[config.mk]
export PLATFORM = sky130hd
export DESIGN_NAME = psram_pwr_mgr
export DESIGN_NICKNAME = d
export VERILOG_FILES = /design/src/rtl/psram_pm_pkg.sv /design/src/rtl/pm_tick_timer.sv /design/src/rtl/pm_cfg_ctl.sv /design/src/rtl/psram_pwr_mgr.sv
export SDC_FILE = /design/constraint.sdc
export NUM_CORES = 1
export LEC_CHECK = 0
export BUFFER_PORTS_ARGS = -buffer_cell sky130_fd_sc_hd__buf_2
export CORE_MARGIN = 2
export CORE_UTILIZATION = 46
export CTS_CLUSTER_DIAMETER = 150
export DETAILED_ROUTE_END_ITERATION = 8
export PLACE_DENSITY = 0.66
export SLEW_MARGIN = 20
export SYNTH_ARGS = -nofsm -noshare
export SYNTH_HDL_FRONTEND = slang
export SYNTH_SLANG_ARGS = --single-unit
[constraint.sdc]
create_clock -name clk -period 1.8 [get_ports clk]
set_input_delay 0.27 -clock clk [delete_from_list [all_inputs] [get_ports clk]]
set_output_delay 0.27 -clock clk [all_outputs]
set_load 0.005 [all_outputs]
[src/rtl/psram_pm_pkg.sv]
// Shared types and constants for the PSRAM power-state manager.
package psram_pm_pkg;

    // Power state encoding seen at the mode port.
    typedef enum logic [1:0] {
        PM_INIT   = 2'd0,
        PM_ACTIVE = 2'd1,
        PM_PAR    = 2'd2,
        PM_DPD    = 2'd3
    } pm_mode_e;

    // Register bit that picks retention sleep (1) or deep power-down (0).
    localparam int          SLEEP_SEL_BIT = 4;
    // Refresh-coverage code that stops refresh in retention sleep.
    localparam logic [2:0]  REFRESH_NONE  = 3'b100;
    // Register value after power-up.
    localparam int          CFG_RESET     = 'h70;

endpackage

[src/rtl/pm_tick_timer.sv]
// Saturating counter of tick pulses.
// Assumes: tick is a one-cycle pulse; LIMIT >= 1.
// The count clears while clr is high and advances on tick while run is high.
// hit is high once LIMIT ticks have been counted and stays high until clr.
module pm_tick_timer #(
    parameter int LIMIT = 10
) (
    input  logic clk,
    input  logic rst_n,
    input  logic clr,
    input  logic run,
    input  logic tick,
    output logic hit
);
    localparam int            CW  = $clog2(LIMIT + 1);
    localparam logic [CW-1:0] LIM = CW'(LIMIT);

    logic [CW-1:0] cnt_q;

    // Count ticks, saturating at the limit.
    always_ff @(posedge clk) begin
        if (!rst_n) begin
            cnt_q <= '0;
        end else if (clr) begin
            cnt_q <= '0;
        end else if (run && tick && (cnt_q != LIM)) begin
            cnt_q <= cnt_q + 1'b1;
        end
    end

    assign hit = (cnt_q == LIM);
endmodule

[src/rtl/pm_cfg_ctl.sv]
// Configuration register with its two load paths.
// The pin path: a write that starts within WIN_CYC clocks of the sleep-pin fall
// loads the address bus on the first rise of ce_n or we_n.
// The in-band path: read, read, write, write at the all-ones address with the
// pin high loads wdata, and sets a sticky override flag.
// Assumes: all inputs are synchronous to clk; DATA_W <= ADDR_W.
module pm_cfg_ctl #(
    parameter int ADDR_W  = 21,
    parameter int DATA_W  = 16,
    parameter int WIN_CYC = 62
) (
    input  logic              clk,
    input  logic              rst_n,
    input  logic              active,
    input  logic              sleep_n,
    input  logic              ce_n,
    input  logic              we_n,
    input  logic [ADDR_W-1:0] addr,
    input  logic [DATA_W-1:0] wdata,
    output logic [ADDR_W-1:0] cfg,
    output logic              sw_ovr
);
    import psram_pm_pkg::*;

    localparam int                WW       = $clog2(WIN_CYC + 1);
    localparam logic [WW-1:0]     WLIM     = WW'(WIN_CYC);
    localparam logic [ADDR_W-1:0] ADDR_TOP = '1;

    logic [WW-1:0]     win_q;
    logic              armed_q;
    logic [ADDR_W-1:0] addr_q;
    logic              ce_q;
    logic              op_wr_q;
    logic              op_top_q;
    logic [DATA_W-1:0] wd_q;
    logic [1:0]        seq_q;
    logic [ADDR_W-1:0] cfg_q;
    logic              ovr_q;

    logic win_open, zz_start, zz_end, op_end, sw_en, sw_load, at_top;

    assign at_top   = (addr == ADDR_TOP);
    assign win_open = !sleep_n && (win_q != WLIM);
    assign zz_start = active && win_open && !ce_n && !we_n;
    assign zz_end   = armed_q && (ce_n || we_n);
    assign op_end   = !ce_q && ce_n;
    assign sw_en    = active && sleep_n;
    assign sw_load  = op_end && sw_en && op_top_q && op_wr_q && (seq_q == 2'd3);

    // Count clocks since the sleep-pin fall, saturating at the window length.
    always_ff @(posedge clk) begin
        if (!rst_n || sleep_n) begin
            win_q <= '0;
        end else if (win_q != WLIM) begin
            win_q <= win_q + 1'b1;
        end
    end

    // Arm a pin-path load when a write begins inside the window.
    always_ff @(posedge clk) begin
        if (!rst_n) begin
            armed_q <= 1'b0;
        end else if (zz_end || sleep_n) begin
            armed_q <= 1'b0;
        end else if (zz_start) begin
            armed_q <= 1'b1;
        end
    end

    // Hold the address seen during the last cycle with both strobes low.
    always_ff @(posedge clk) begin
        if (!rst_n) begin
            addr_q <= '0;
        end else if (!ce_n && !we_n) begin
            addr_q <= addr;
        end
    end

    // Track the kind, address and write data of the current chip-enable access.
    always_ff @(posedge clk) begin
        if (!rst_n) begin
            ce_q     <= 1'b1;
            op_wr_q  <= 1'b0;
            op_top_q <= 1'b0;
            wd_q     <= '0;
        end else begin
            ce_q <= ce_n;
            if (!ce_n) begin
                if (ce_q) begin
                    op_wr_q  <= !we_n;
                    op_top_q <= at_top;
                end else begin
                    op_wr_q  <= op_wr_q || !we_n;
                    op_top_q <= op_top_q && at_top;
                end
                if (!we_n) begin
                    wd_q <= wdata;
                end
            end
        end
    end

    // Step through read, read, write, write; a read restarts at step one.
    always_ff @(posedge clk) begin
        if (!rst_n) begin
            seq_q <= 2'd0;
        end else if (op_end) begin
            if (!sw_en || !op_top_q) begin
                seq_q <= 2'd0;
            end else if (op_wr_q == seq_q[1]) begin
                seq_q <= seq_q + 2'd1;
            end else begin
                seq_q <= op_wr_q ? 2'd0 : 2'd1;
            end
        end
    end

    // Register contents and the sticky override left by an in-band load.
    always_ff @(posedge clk) begin
        if (!rst_n) begin
            cfg_q <= ADDR_W'(CFG_RESET);
            ovr_q <= 1'b0;
        end else if (zz_end) begin
            cfg_q <= addr_q;
        end else if (sw_load) begin
            cfg_q <= ADDR_W'(wd_q);
            ovr_q <= 1'b1;
        end
    end

    assign cfg    = cfg_q;
    assign sw_ovr = ovr_q;
endmodule

[src/rtl/psram_pwr_mgr.sv]
// Power-state manager for a pseudo-static RAM model.
// Sequences INIT -> ACTIVE, and enters retention sleep or deep power-down from
// a long low on sleep_n. Leaving deep power-down repeats the INIT delay.
// Assumes: tick_us pulses once per microsecond for one clock; inputs are
// synchronous to clk; rst_n models power-up.
module psram_pwr_mgr #(
    parameter int ADDR_W       = 21,
    parameter int DATA_W       = 16,
    parameter int INIT_TICKS   = 150,
    parameter int SLEEP_TICKS  = 10,
    parameter int LOAD_WIN_CYC = 62
) (
    input  logic              clk,
    input  logic              rst_n,
    input  logic              tick_us,
    input  logic              sleep_n,
    input  logic              ce_n,
    input  logic              we_n,
    input  logic [ADDR_W-1:0] addr,
    input  logic [DATA_W-1:0] wdata,
    output logic              ready,
    output logic              access_block,
    output logic [1:0]        mode,
    output logic              refresh_en,
    output logic [ADDR_W-1:0] cfg
);
    import psram_pm_pkg::*;

    pm_mode_e mode_q;
    logic     init_hit, sleep_hit, sw_ovr;

    pm_tick_timer #(.LIMIT(INIT_TICKS)) init_tmr_i (
        .clk   (clk),
        .rst_n (rst_n),
        .clr   (mode_q != PM_INIT),
        .run   (mode_q == PM_INIT),
        .tick  (tick_us),
        .hit   (init_hit)
    );

    pm_tick_timer #(.LIMIT(SLEEP_TICKS)) sleep_tmr_i (
        .clk   (clk),
        .rst_n (rst_n),
        .clr   (sleep_n || (mode_q != PM_ACTIVE)),
        .run   (!sleep_n && (mode_q == PM_ACTIVE)),
        .tick  (tick_us),
        .hit   (sleep_hit)
    );

    pm_cfg_ctl #(
        .ADDR_W  (ADDR_W),
        .DATA_W  (DATA_W),
        .WIN_CYC (LOAD_WIN_CYC)
    ) cfg_i (
        .clk     (clk),
        .rst_n   (rst_n),
        .active  (mode_q == PM_ACTIVE),
        .sleep_n (sleep_n),
        .ce_n    (ce_n),
        .we_n    (we_n),
        .addr    (addr),
        .wdata   (wdata),
        .cfg     (cfg),
        .sw_ovr  (sw_ovr)
    );

    // Power-state transitions.
    always_ff @(posedge clk) begin
        if (!rst_n) begin
            mode_q <= PM_INIT;
        end else begin
            unique case (mode_q)
                PM_INIT:   if (init_hit) mode_q <= PM_ACTIVE;
                PM_ACTIVE: if (!sleep_n && sleep_hit) begin
                               if (!cfg[SLEEP_SEL_BIT]) mode_q <= PM_DPD;
                               else if (!sw_ovr)        mode_q <= PM_PAR;
                           end
                PM_PAR:    if (sleep_n) mode_q <= PM_ACTIVE;
                PM_DPD:    if (sleep_n) mode_q <= PM_INIT;
                default:   mode_q <= PM_INIT;
            endcase
        end
    end

    // Refresh indication per state and refresh-coverage code.
    always_comb begin
        unique case (mode_q)
            PM_DPD:  refresh_en = 1'b0;
            PM_PAR:  refresh_en = (cfg[2:0] != REFRESH_NONE);
            default: refresh_en = 1'b1;
        endcase
    end

    assign mode         = mode_q;
    assign ready        = (mode_q == PM_ACTIVE);
    assign access_block = !ready || !sleep_n;
endmodule

Yosys cells after proc, flatten, opt, wreduce, memory -nomap -nowiden:

Cells that the tools add are included.
W data, S select, Z words.

* reduce and logical (&&, ||, !) cells: 43
* muxes and demuxes: 15
* bitwise gates (word level): 4
* eq/ne operators: 18
* add/sub/neg operators: 4

Operators with widths (count)
* $mux W21: 2
* $eq A21 B21 Y1 const B: 1
* $logic_and A1 B1 Y1: 19
* $mux W2: 8
* $add A8 B1 Y8 const B: 1
* $eq A8 B8 Y1 const B: 1
* $logic_not A1 Y1: 8
* $ne A8 B8 Y1 const B: 1
* $pmux W2 S4: 1
* $logic_or A1 B1 Y1: 7
* $add A6 B1 Y6 const B: 1
* $eq A2 B2 Y1 const B: 3
* $ne A2 B2 Y1 const B: 3
* $ne A3 B3 Y1 const B: 2
* $ne A6 B6 Y1 const B: 1
* $reduce_or A2 Y1: 3
* $reduce_and A5 Y1: 1
* $add A4 B1 Y4 const B: 1
* $eq A4 B4 Y1 const B: 1
* $ne A2 B1 Y1 const B: 2
* $ne A4 B4 Y1 const B: 1
* $not A1 Y1: 4
* $reduce_and A2 Y1: 2
* $reduce_bool A2 Y1: 2
* other kinds (6): 8

* bits in registers: 85
* word-level logic and storage cells: 97
* output and inout bits: 26
* input bits: 43

Longest topological paths before layout:

Gate-level depths: netlist of run 1.

* word-level depth: 8
* depth in mapped cells: 7

Modules after synthesis:

Synthesis of run 1 repeated with hierarchy kept, for this count alone.

* cells, all modules: 451
* area total of the unflattened synthesis: 3716.1 um2

By module, submodules not included
* pm_cfg_ctl: area each 2904.0 um2, times used 1, seq. area each 1421.4 um2, cells an instance 355
* pm_tick_timer (init_tmr_i): area each 441.7 um2, times used 1, seq. area each 160.2 um2, cells an instance 51
* pm_tick_timer (sleep_tmr_i): area each 221.5 um2, times used 1, seq. area each 80.1 um2, cells an instance 26
* psram_pwr_mgr: area each 148.9 um2, times used 1, seq. area each 40.0 um2, cells an instance 19

Worst setup path after synthesis of run 1:

No wires, ideal clock.

* path type: register to register
* start: reg cfg_i.ce_q
* end: reg cfg_i.cfg_q[10], in the netlist cfg_i.cfg[10]
* data required time: 1.664 ns
* setup slack: 0.355 ns
* arrival time: 1.308 ns
* stages on the path, launching flop included: 8
* setup time: 0.136 ns
* period minus slack after synthesis: 1.445 ns
* path through: dfxtp_1 -> nand2b_1 -> buf_2 -> or3_1 -> buf_2 -> buf_6 -> nand2_1 -> a31oi_1

* cells in the longest elaborated chain, start to end: 7

Ends and longest elaborated chain
* start, declared: line pm_cfg_ctl.sv:32 `logic ce_q;`
* start signal, assigned: line pm_cfg_ctl.sv:87 `ce_q <= ce_n;`
* $logic_not A1 Y1: line pm_cfg_ctl.sv:46 `assign op_end = !ce_q && ce_n;`
* $logic_and A1 B1 Y1: line pm_cfg_ctl.sv:46
* $logic_and A1 B1 Y1 (4 in series): line pm_cfg_ctl.sv:48 `assign sw_load = op_end && sw_en && op_top_q && op_wr_q && (seq_q == 2'd3);`
* $reduce_bool A2 Y1 (no line)
* end signal, assigned: line pm_cfg_ctl.sv:121 `cfg_q <= ADDR_W'(CFG_RESET);`
* end signal, assigned: line pm_cfg_ctl.sv:124 `cfg_q <= addr_q;`
* end signal, assigned: line pm_cfg_ctl.sv:126 `cfg_q <= ADDR_W'(wd_q);`
* end, declared: line pm_cfg_ctl.sv:37 `logic [ADDR_W-1:0] cfg_q;`

No other way between the ends.
A chain may end at the register's enable or synchronous reset.

Worst setup path after layout of run 1:

* start: reg cfg_i.seq_q[1]
* end: reg cfg_i.cfg_q[16], in the netlist cfg_i.cfg[16]

* cells in the longest elaborated chain, start to end: 3

Ends and longest elaborated chain
* start, declared: line pm_cfg_ctl.sv:36 `logic [1:0] seq_q;`
* start signal, assigned: line pm_cfg_ctl.sv:111 `seq_q <= seq_q + 2'd1;`
* start signal, assigned: line pm_cfg_ctl.sv:113 `seq_q <= op_wr_q ? 2'd0 : 2'd1;`
* $eq A2 B2 Y1: line pm_cfg_ctl.sv:48
* $logic_and A1 B1 Y1: line pm_cfg_ctl.sv:48
* $reduce_bool A2 Y1 (no line)

No other way between the ends.

==> results of run 1 <==
-- power by group --
part	internal (mW)	leakage, nW	switching (mW)	total (mW)
Combinational	0.107	0.921	0.127	0.234
Sequential	1.93	0.690	0.0320	1.96
Clock	0.925	0.117	0.665	1.59
Total	2.96	1.73	0.824	3.78
-- final cells by class --
class / count / area, um^2
clock inverter: 5 / 107.6
multi-input combinational: 314 / 1793
fill: 740 / 3348
sequential: 85 / 1702
timing repair buffer: 80 / 455.4
tap: 102 / 127.6
inverter: 7 / 26.28
clock buffer: 10 / 127.6
-- cells in the mapped netlist (3+ instances only) --
cell                       instances  area [um^2]
sky130_fd_sc_hd__o31a_1            3        26.28
sky130_fd_sc_hd__ha_1              7        87.58
sky130_fd_sc_hd__a21boi_1          5        37.54
sky130_fd_sc_hd__a21oi_1           9        45.04
sky130_fd_sc_hd__a211oi_1          4        30.03
sky130_fd_sc_hd__xnor2_1           7        61.31
sky130_fd_sc_hd__nand2b_1          4        25.02
sky130_fd_sc_hd__and2_1            3        18.77
sky130_fd_sc_hd__nand3_1          16        80.08
sky130_fd_sc_hd__nor2_1           23        86.33
sky130_fd_sc_hd__dfxtp_1          85         1702
sky130_fd_sc_hd__buf_2             6        30.03
sky130_fd_sc_hd__nand2_1         116        435.4
sky130_fd_sc_hd__nand4_1           7        43.79
sky130_fd_sc_hd__clkbuf_1         16        60.06
sky130_fd_sc_hd__a31oi_1          14        87.58
sky130_fd_sc_hd__xor2_1            6        52.55
sky130_fd_sc_hd__buf_6             3        33.78
sky130_fd_sc_hd__nor3_1            4        20.02
sky130_fd_sc_hd__inv_1             7        26.28
sky130_fd_sc_hd__o21ai_0          19        95.09
sky130_fd_sc_hd__a21boi_0         37        277.8
-- cells by family (layout without fill, tap and decap cells) --
logic type	Yosys count	after routing	share of synthesized area (%)
simple gates	193	193	24.75
compound gates	99	99	18.24
buf+inv	33	102	4.320
fa+ha+maj	8	8	2.674
xor+xnor	13	13	3.120
flops	85	85	46.62
mux	1	1	0.2743
-- how the worst max path moves through the flow --
stage                                      from                         end  slack [ps]  cells after the start
global route        cfg_i.seq_q[1]$_SDFFE_PN0N_  cfg_i.cfg[16]$_SDFFE_PN0P_          60                      5
floorplan                 cfg_i.ce_q$_SDFF_PN1_  cfg_i.cfg[10]$_SDFFE_PN0P_         360                      7
global placement    cfg_i.seq_q[1]$_SDFFE_PN0N_   cfg_i.cfg[9]$_SDFFE_PN0P_         220                      5
finish              cfg_i.seq_q[1]$_SDFFE_PN0N_  cfg_i.cfg[16]$_SDFFE_PN0P_         180                      5
CTS                 cfg_i.seq_q[1]$_SDFFE_PN0N_  cfg_i.cfg[16]$_SDFFE_PN0P_         150                      5
detailed placement  cfg_i.seq_q[1]$_SDFFE_PN0N_  cfg_i.cfg[16]$_SDFFE_PN0P_         160                      5
-- flip-flops by register name, summed over array words and instances (netlist names) --
| register | count |
|---|---|
| cfg_i.ce_q | 1 |
| cfg_i.wd_q | 16 |
| init_tmr_i.cnt_q | 8 |
| mode | 2 |
| cfg_i.win_q | 6 |
| cfg_i.sw_ovr | 1 |
| cfg_i.armed_q | 1 |
| cfg_i.addr_q | 21 |
| cfg_i.op_top_q | 1 |
| cfg_i.cfg | 21 |
| cfg_i.op_wr_q | 1 |
| sleep_tmr_i.cnt_q | 4 |
| cfg_i.seq_q | 2 |
-- metal layers --
metal	global-route usage, %	share of wire (%)	vias up
li1	-	-	1605
met1	25.97	46	1448
met2	33.51	48	59
met3	3.626	4.0	7
met4	8.333	1.3	0
met5	0	0	-
-- worst min-delay path: stages --
cell and delay, ps:
sky130_fd_sc_hd__buf_2 100, sky130_fd_sc_hd__nand2_1 50, sky130_fd_sc_hd__a21boi_1 50
==> flow_metrics.env, run 1 <==
export IMPL_dr_pass1_iters=4
export IMPL_critical_path_class="register to register"
export IMPL_cts_root_to_sink_buffers=2
export IMPL_setup_repair_after_global_routing_missed_its_margin="false"
export IMPL_holdWs_ps=165.6
export IMPL_synth_avg_cell_area_um2=8.448
export IMPL_tightestPinTransition_ps=618.0
export IMPL_maxSlewHeadroom_pct=58.80
export IMPL_fp_coreArea_mm2=0.007687
export IMPL_die_area_mm2=0.008663
export IMPL_drt_iter0_markers=138
export IMPL_cts_tree="built"
export IMPL_finalInstanceArea_mm2=0.004339
export IMPL_postRouteAntennaNets=0
export IMPL_syn_cell_area_mm2=0.003650
export IMPL_num_antenna_cells=0
export IMPL_layout_area_overhead_vs_synth_pct=18.89
export IMPL_critPathMaxStageDelay_ps=590
export IMPL_final_setup_viol_count=0
export IMPL_min_delay_path_class="input pin to register"
export IMPL_post_route_period_util_pct=89.73
export IMPL_synthesis_nets=482
export IMPL_reg2reg_to="cfg_i.cfg[16]$_SDFFE_PN0P_"
export IMPL_final_layout_size_suffix_gt1_share_pct=20.76
export IMPL_result_of_the_run="finished, final reports clean"
export IMPL_synth_cells=432
export IMPL_p_leak_nw=1.729
export IMPL_wl_per_cell_um=13.60
export IMPL_post_place_ws_ps=159.4
export IMPL_element_type_at_the_critical_path_start="register"
export IMPL_timing_critical_path_fanout_max=18
export IMPL_via_count=3119
export IMPL_worst_hold_startpoint="wdata[3]"
export IMPL_number_of_buffers_inserted_by_post_cts_setup_repair=0
export IMPL_grt_start_max_net_pins=50
export IMPL_total_power_mw=3.784
export IMPL_number_of_cts_inserted_buffers=9
export IMPL_r2r_cells=5
export IMPL_holdPathStages=3
export IMPL_worst_ir_drop_vdd_mv=0.4641
export IMPL_finalClockSkew_ps=8.990
export IMPL_drt_total_wl_um=8200
export IMPL_holdBufCountCts=0
export IMPL_ys_seq_area_share_pct=46.62
export IMPL_reg2reg_slack_ps=180
export IMPL_core_rowCount=32
export IMPL_yosys_warnings=0
export IMPL_min_delay_worst_endpoint="cfg_i.wd_q[3]$_SDFFE_PN0P_"
export IMPL_yosys_register_bits=85
export IMPL_route_detailed_vias_per_inst=5.172
export IMPL_final_cell_mix="sky130_fd_sc_hd__nand2_1, sky130_fd_sc_hd__dfxtp_1, sky130_fd_sc_hd__buf_2"
export IMPL_io_pin_count=69
export IMPL_slowest_stage="sky130_fd_sc_hd__or3_1"
export IMPL_mostFrequentLayoutCell="sky130_fd_sc_hd__nand2_1"
export IMPL_synth_lib_cells_used_distinct=48
export IMPL_numPortBuffers=68
export IMPL_worstPathBufferInverterCount=0
export IMPL_final_cells=603
export IMPL_postLayoutSetupSlackWorst_ps=184.9
export IMPL_cts_htree_levels=3
export IMPL_critical_path_top_delay_family="simple AND/OR/NAND/NOR gates"
export IMPL_clkTransAtPathRegs_ps=90
export IMPL_slew_violations=0
export IMPL_pwr_dens_mw_per_mm2=872.0
export IMPL_die_height_um=93.08
export IMPL_final_nets=547
export IMPL_postLayoutCoreUtil_pct=56.45
export IMPL_die_width_um=93.08
export IMPL_crit_chain="ha_1, nand4_1, or3_1, nand3_1, a21boi_0"
export IMPL_clock_insertion_delay_worst_skew_ps=340
export IMPL_synth_edff_count=0
export IMPL_timing_critical_path_arrival_ps=1850
export IMPL_grt_overflow_total=0
export IMPL_dp_final_hpwl_um=5990
export IMPL_r2r_start="cfg_i.seq_q[1]$_SDFFE_PN0N_"
export IMPL_initial_antenna_violation_count=0
export IMPL_final_setup_tns_ps=0
export IMPL_gp_congestion=0.8259
export IMPL_grt_pass1_vias=2945
export IMPL_yosys_most_used_dff="sky130_fd_sc_hd__dfxtp_1"
export IMPL_placement_cell_area_mm2=0.004104
export IMPL_timing_final_hold_violations=0
export IMPL_async_reset_ff_share_pct=0
export IMPL_postCtsResizedCells=0
export IMPL_endpoint_kind="register"
export IMPL_clockRootBuffer="sky130_fd_sc_hd__clkbuf_8"
export IMPL_initial_utilization_pct=47.48
export IMPL_placed_cells=588
export IMPL_crit_required_ps=2030
export IMPL_clock_sinks=85
export IMPL_achievable_frequency_ghz=0.6191
export IMPL_grt_total_usage_pct=20.20
export IMPL_period_minus_slack_ps=1615
export IMPL_drv_cap=0
export IMPL_drc=0
export IMPL_global_route_wire_length_before_repair_um=13790
Note: power is estimated with default switching activity, not from simulation.
==> run 2: changes to the inputs <==
--- a/config.mk
+++ b/config.mk
@@ -7,10 +7,10 @@
 export LEC_CHECK = 0
 export BUFFER_PORTS_ARGS = -buffer_cell sky130_fd_sc_hd__buf_2
 export CORE_MARGIN = 2
-export CORE_UTILIZATION = 46
+export CORE_UTILIZATION = 55
 export CTS_CLUSTER_DIAMETER = 150
 export DETAILED_ROUTE_END_ITERATION = 8
-export PLACE_DENSITY = 0.66
+export PLACE_DENSITY = 0.77
 export SLEW_MARGIN = 20
 export SYNTH_ARGS = -nofsm -noshare
 export SYNTH_HDL_FRONTEND = slang
==> run 2 against run 1 <==
- hold slack worse by 16 ps
- non-clock buffer count down 1
- utilization up 10 points
- maximum frequency up 2.9%
- clock skew up 1.4 ps
- setup slack better by 45 ps
- combinational power down 3%
- sequential share of layout area up 0.68 points
- sequential power about the same
- flip-flop and latch count unchanged
- register-to-register slack better by 50 ps
- critical path type unchanged
- critical endpoint is now init_tmr_i.cnt_q[7]$_SDFFE_PP0P_
- largest cell class unchanged
==> flow_metrics.env, run 2 (same netlist as run 1, synthesis figures left out) <==
export IMPL_slew_violations=0
export IMPL_worst_ir_drop_vdd_mv=0.5461
export IMPL_route_detailed_vias_per_inst=5.441
export IMPL_final_layout_size_suffix_gt1_share_pct=20.96
export IMPL_cts_tree="built"
export IMPL_timing_critical_path_to="init_tmr_i.cnt_q[7]$_SDFFE_PP0P_"
export IMPL_timing_critical_path_arrival_ps=1820
export IMPL_grt_total_usage_pct=24.11
export IMPL_reg2reg_slack_ps=230
export IMPL_dr_pass1_iters=4
export IMPL_initial_utilization_pct=57.15
export IMPL_clockRootBuffer="sky130_fd_sc_hd__clkbuf_8"
export IMPL_finalClockSkew_ps=10.40
export IMPL_mostFrequentLayoutCell="sky130_fd_sc_hd__nand2_1"
export IMPL_number_of_cts_inserted_buffers=9
export IMPL_layout_area_overhead_vs_synth_pct=16.87
export IMPL_post_route_period_util_pct=87.23
export IMPL_via_count=3145
export IMPL_crit_required_ps=2050
export IMPL_setup_worst_path_start="mode[0]$_SDFFE_PN0P_"
export IMPL_number_of_buffers_inserted_by_post_cts_setup_repair=0
export IMPL_dp_final_hpwl_um=5797
export IMPL_grt_overflow_total=0
export IMPL_setup_repair_after_global_routing_missed_its_margin="false"
export IMPL_r2r_cells=5
export IMPL_endpoint_kind="register"
export IMPL_wl_per_cell_um=14.04
export IMPL_element_type_at_the_critical_path_start="register"
export IMPL_drv_cap=0
export IMPL_timing_critical_path_fanout_max=7
export IMPL_total_switching_power_uw=843.7
export IMPL_postRouteAntennaNets=0
export IMPL_swShare_pct=23.76
export IMPL_io_pin_count=69
export IMPL_tightestPinTransition_ps=359.0
export IMPL_final_cell_mix="sky130_fd_sc_hd__nand2_1, sky130_fd_sc_hd__dfxtp_1, sky130_fd_sc_hd__buf_2"
export IMPL_initial_antenna_violation_count=1
export IMPL_die_width_um=85.46
export IMPL_num_antenna_cells=0
export IMPL_r2r_start="mode[0]$_SDFFE_PN0P_"
export IMPL_clock_insertion_delay_worst_skew_ps=350
export IMPL_fp_coreArea_mm2=0.006386
export IMPL_maxSlewHeadroom_pct=76.07
export IMPL_p_leak_nw=1.716
export IMPL_critical_path_class="register to register"
export IMPL_final_nets=546
export IMPL_pwr_dens_mw_per_mm2=832.4
export IMPL_final_setup_viol_count=0
export IMPL_cts_root_to_sink_buffers=2
export IMPL_drc=0
export IMPL_grt_pass1_vias=3072
export IMPL_drt_total_wl_um=8116
export IMPL_part_of_the_total_power_dissipated_in_the_clock_network_pct=38.4
export IMPL_die_area_mm2=0.007303
export IMPL_postCtsResizedCells=0
export IMPL_result_of_the_run="finished, final reports clean"
export IMPL_p_seq_share_pct=55.2
export IMPL_numPortBuffers=68
export IMPL_final_setup_tns_ps=0
export IMPL_postLayoutSetupSlackWorst_ps=229.9
export IMPL_drt_iter0_markers=148
export IMPL_post_place_ws_ps=215.8
export IMPL_cts_htree_levels=3
export IMPL_die_height_um=85.46
export IMPL_cellInternalPower_mw=2.707
export IMPL_global_route_wire_length_before_repair_um=14100
export IMPL_grt_start_max_net_pins=66
export IMPL_clkTransAtPathRegs_ps=90
export IMPL_gp_congestion=0.8641
export IMPL_period_minus_slack_ps=1570
export IMPL_holdBufCountCts=0
export IMPL_reg2reg_to="init_tmr_i.cnt_q[7]$_SDFFE_PP0P_"
export IMPL_timing_final_hold_violations=0
export IMPL_achievable_frequency_ghz=0.6369
export IMPL_min_delay_path_class="input pin to register"
export IMPL_core_rowCount=29
export IMPL_clock_sinks=85
export IMPL_power_frac_comb_pct=6.4
[run 2: worst min path at each step]
stage	start	endpoint	slack, ps	cells after the start
2_1_floorplan	ce_n	cfg_i.ce_q$_SDFF_PN1_	370	1
3_3_place_gp	cfg_i.addr_q[20]$_SDFFE_PN0P_	cfg_i.cfg[20]$_SDFFE_PN0P_	440	2
3_5_place_dp	cfg_i.wd_q[4]$_SDFFE_PN0P_	cfg_i.wd_q[4]$_SDFFE_PN0P_	450	2
4_1_cts	wdata[2]	cfg_i.wd_q[2]$_SDFFE_PN0P_	140	3
5_1_grt	wdata[11]	cfg_i.wd_q[11]$_SDFFE_PN0P_	150	3
6_report	wdata[3]	cfg_i.wd_q[3]$_SDFFE_PN0P_	150	3
[run 2: critical path: stages, from the launching register on]
cell,delay [ps]
sky130_fd_sc_hd__dfxtp_1,380
sky130_fd_sc_hd__buf_4,190
sky130_fd_sc_hd__or3b_4,410
sky130_fd_sc_hd__nor4_2,290
sky130_fd_sc_hd__xnor2_1,150
sky130_fd_sc_hd__nor2_1,50
[run 2: power groups by stage]
stage	combinational, mW	clock, mW	sequential [mW]
floorplan	0.134	0	1.99
global placement	0.225	0	2.00
detailed placement	0.230	0	2.00
CTS	0.230	1.39	1.96
global route	0.259	1.49	1.96
finish	0.228	1.36	1.96
[run 2: layer usage]
layer | GRT usage [%] | part of all wire, % | vias up
li1 | - | - | 1601
met2 | 41.41 | 50 | 66
met3 | 6.323 | 5.9 | 11
met1 | 29.60 | 43 | 1467
met5 | 0 | 0 | -
met4 | 7.359 | 1.3 | 0
[run 2: through the flow]
stage	utilization [%]	cell area (um^2)	hold slack, ps	instances	power [mW]
final	66.79	4265	149.7	578	3.550
after global routing	66.79	4265	152.0	578	3.715
after CTS	66.79	4265	142.0	578	3.578
after detailed placement	63.66	4065	448.6	562	2.232
after global placement	63.66	4065	443.7	562	2.226
after floorplan	-	3650	371.5	432	2.128
[run 2: area by class of cell]
class,count,area [um^2]
Multi-Input combinational cell,314,1793
Clock inverter,6,62.56
Tap cell,77,96.34
Fill cell,552,2121
Clock buffer,10,137.6
Timing Repair Buffer,79,447.9
Inverter,7,26.28
Sequential cell,85,1702
==> run 3: changes to the inputs <==
--- a/config.mk
+++ b/config.mk
@@ -6,11 +6,14 @@
 export NUM_CORES = 1
 export LEC_CHECK = 0
 export BUFFER_PORTS_ARGS = -buffer_cell sky130_fd_sc_hd__buf_2
+export CELL_PAD_IN_SITES_DETAIL_PLACEMENT = 0
+export CELL_PAD_IN_SITES_GLOBAL_PLACEMENT = 1
 export CORE_MARGIN = 2
-export CORE_UTILIZATION = 55
+export CORE_UTILIZATION = 41
 export CTS_CLUSTER_DIAMETER = 150
 export DETAILED_ROUTE_END_ITERATION = 8
 export PLACE_DENSITY = 0.77
+export SETUP_SLACK_MARGIN = 0.4
 export SLEW_MARGIN = 20
 export SYNTH_ARGS = -nofsm -noshare
 export SYNTH_HDL_FRONTEND = slang
==> run 3 against run 2 <==
- largest power group unchanged
- hold slack worse by 3.4 ps
- critical endpoint is now init_tmr_i.cnt_q[1]$_SDFFE_PP0P_
- count of clock-buffer cells in the layout is 1 lower
- first-iteration DRC count down 4.7%
- via count stayed put
- highest routed layer unchanged
- global-route usage down 4.9 points
==> flow_metrics.env, run 3 (same netlist as run 1, synthesis figures left out) <==
export IMPL_clockRootBuffer="sky130_fd_sc_hd__clkbuf_8"
export IMPL_final_nets=553
export IMPL_io_pin_count=69
export IMPL_via_count=3145
export IMPL_endpoint_kind="register"
export IMPL_timing_critical_path_fanout_max=4
export IMPL_critPathMaxStageDelay_ps=560
export IMPL_grt_start_max_net_pins=40
export IMPL_grt_overflow_total=0
export IMPL_final_layout_size_suffix_gt1_share_pct=26.57
export IMPL_drt_total_wl_um=8698
export IMPL_num_antenna_cells=0
export IMPL_number_of_cts_inserted_buffers=9
export IMPL_cts_tree="built"
export IMPL_die_width_um=98.35
export IMPL_timing_critical_path_arrival_ps=1700
export IMPL_global_route_wire_length_before_repair_um=14950
export IMPL_drc=0
export IMPL_element_type_at_the_critical_path_start="register"
export IMPL_fp_coreArea_mm2=0.008678
export IMPL_final_setup_tns_ps=0
export IMPL_result_of_the_run="finished, final reports clean"
export IMPL_p_leak_nw=1.791
export IMPL_critical_path_class="register to register"
export IMPL_placement_cell_area_mm2=0.004130
export IMPL_slowest_stage="sky130_fd_sc_hd__or4b_4"
export IMPL_crit_chain="or4b_4, o21ai_4, mux2i_1, nor2_1"
export IMPL_final_cell_mix="sky130_fd_sc_hd__nand2_1, sky130_fd_sc_hd__dfxtp_1, sky130_fd_sc_hd__buf_2"
export IMPL_post_route_period_util_pct=80.67
export IMPL_dp_final_hpwl_um=5994
export IMPL_worst_ir_drop_vdd_mv=0.4798
export IMPL_cts_root_to_sink_buffers=2
export IMPL_holdBufCountCts=0
export IMPL_maxSlewHeadroom_pct=74.56
export IMPL_setup_repair_after_global_routing_missed_its_margin="true"
export IMPL_clock_insertion_delay_worst_skew_ps=350
export IMPL_initial_antenna_violation_count=0
export IMPL_final_setup_viol_count=0
export IMPL_route_detailed_vias_per_inst=5.106
export IMPL_cts_htree_levels=3
export IMPL_crit_required_ps=2050
export IMPL_grt_pass1_vias=3074
export IMPL_min_delay_path_class="input pin to register"
export IMPL_core_rowCount=34
export IMPL_mostFrequentLayoutCell="sky130_fd_sc_hd__nand2_1"
export IMPL_gp_congestion=0.7450
export IMPL_drt_iter0_markers=141
export IMPL_finalClockSkew_ps=8.352
export IMPL_clock_sinks=85
export IMPL_timing_final_hold_violations=0
export IMPL_numPortBuffers=68
export IMPL_finalInstanceArea_mm2=0.004503
export IMPL_tightestPinTransition_ps=381.7
export IMPL_wl_per_cell_um=14.12
export IMPL_layout_area_overhead_vs_synth_pct=23.38
export IMPL_achievable_frequency_ghz=0.6886
export IMPL_period_minus_slack_ps=1452
export IMPL_drv_cap=0
export IMPL_grt_total_usage_pct=19.22
export IMPL_dr_pass1_iters=4
export IMPL_postRouteAntennaNets=0
export IMPL_clkTransAtPathRegs_ps=90
export IMPL_pwr_dens_mw_per_mm2=820.3
export IMPL_initial_utilization_pct=42.06
export IMPL_die_area_mm2=0.009673
export IMPL_slew_violations=0
export IMPL_total_power_mw=3.694
export IMPL_die_height_um=98.35
-- run 3: per-stage QoR --
step           hold slack [ps]  std cells  setup slack (ps)  util [%]
2_1_floorplan            371.5        432             385.9         -
5_1_grt                  142.3        616             271.7     51.89
6_report                 146.3        616             347.9     51.89
3_5_place_dp             445.6        594             154.0     47.59
3_3_place_gp             447.2        594             239.6     47.59
4_1_cts                  124.0        615             314.9     51.38
-- run 3: area by class of cell --
class,instances,area [um^2]
fill,859,4175
multi-input combinational,314,1896
sequential,85,1720
timing repair buffer,86,504.2
tap,108,135.1
clock buffer,9,123.9
clock inverter,7,97.59
inverter,7,26.28
-- run 3: layer usage --
| metal | track usage [%] | wire length [um] | vias to the layer above |
|---|---|---|---|
| li1 | - | - | 1620 |
| met2 | 32.44 | 4268 | 59 |
| met3 | 6.084 | 458 | 9 |
| met1 | 23.72 | 3867 | 1457 |
| met5 | 0 | 0 | - |
| met4 | 5.269 | 104 | 0 |
-- run 3: power by group --
group / switching (mW) / internal, mW / total, mW
Clock: 0.712 / 0.786 / 1.50
Sequential: 0.0306 / 1.92 / 1.95
Combinational: 0.134 / 0.108 / 0.242
-- run 3: path summary, 6_finish.rpt --
kind                                    startpoint                          endpoint  slack [ps]  cells after the start
setup / recovery  init_tmr_i.cnt_q[5]$_SDFFE_PP0P_  init_tmr_i.cnt_q[1]$_SDFFE_PP0P_         350                      4
hold / removal                            wdata[2]        cfg_i.wd_q[2]$_SDFFE_PN0P_         150                      3
setup reg to reg  init_tmr_i.cnt_q[5]$_SDFFE_PP0P_  init_tmr_i.cnt_q[1]$_SDFFE_PP0P_         350                      4
hold reg to reg         cfg_i.wd_q[3]$_SDFFE_PN0P_        cfg_i.wd_q[3]$_SDFFE_PN0P_         460                      2
-- run 3: timing repair --
item                                    in CTS  in global routing
buffers inserted                             5                  1
pin swaps                                    4                  6
resized for setup                           21                 10
endpoints found under the setup margin      35                 34
cloned                                       0                  0
-- run 3: worst max-delay path, delay by kind of cell, from the launching register on --
family | cells | cell delay, ps
AO/OA/AOI/OAI | 1 | 200
flip-flops | 1 | 330
multiplexers | 1 | 210
AND/OR/NAND/NOR | 2 | 610
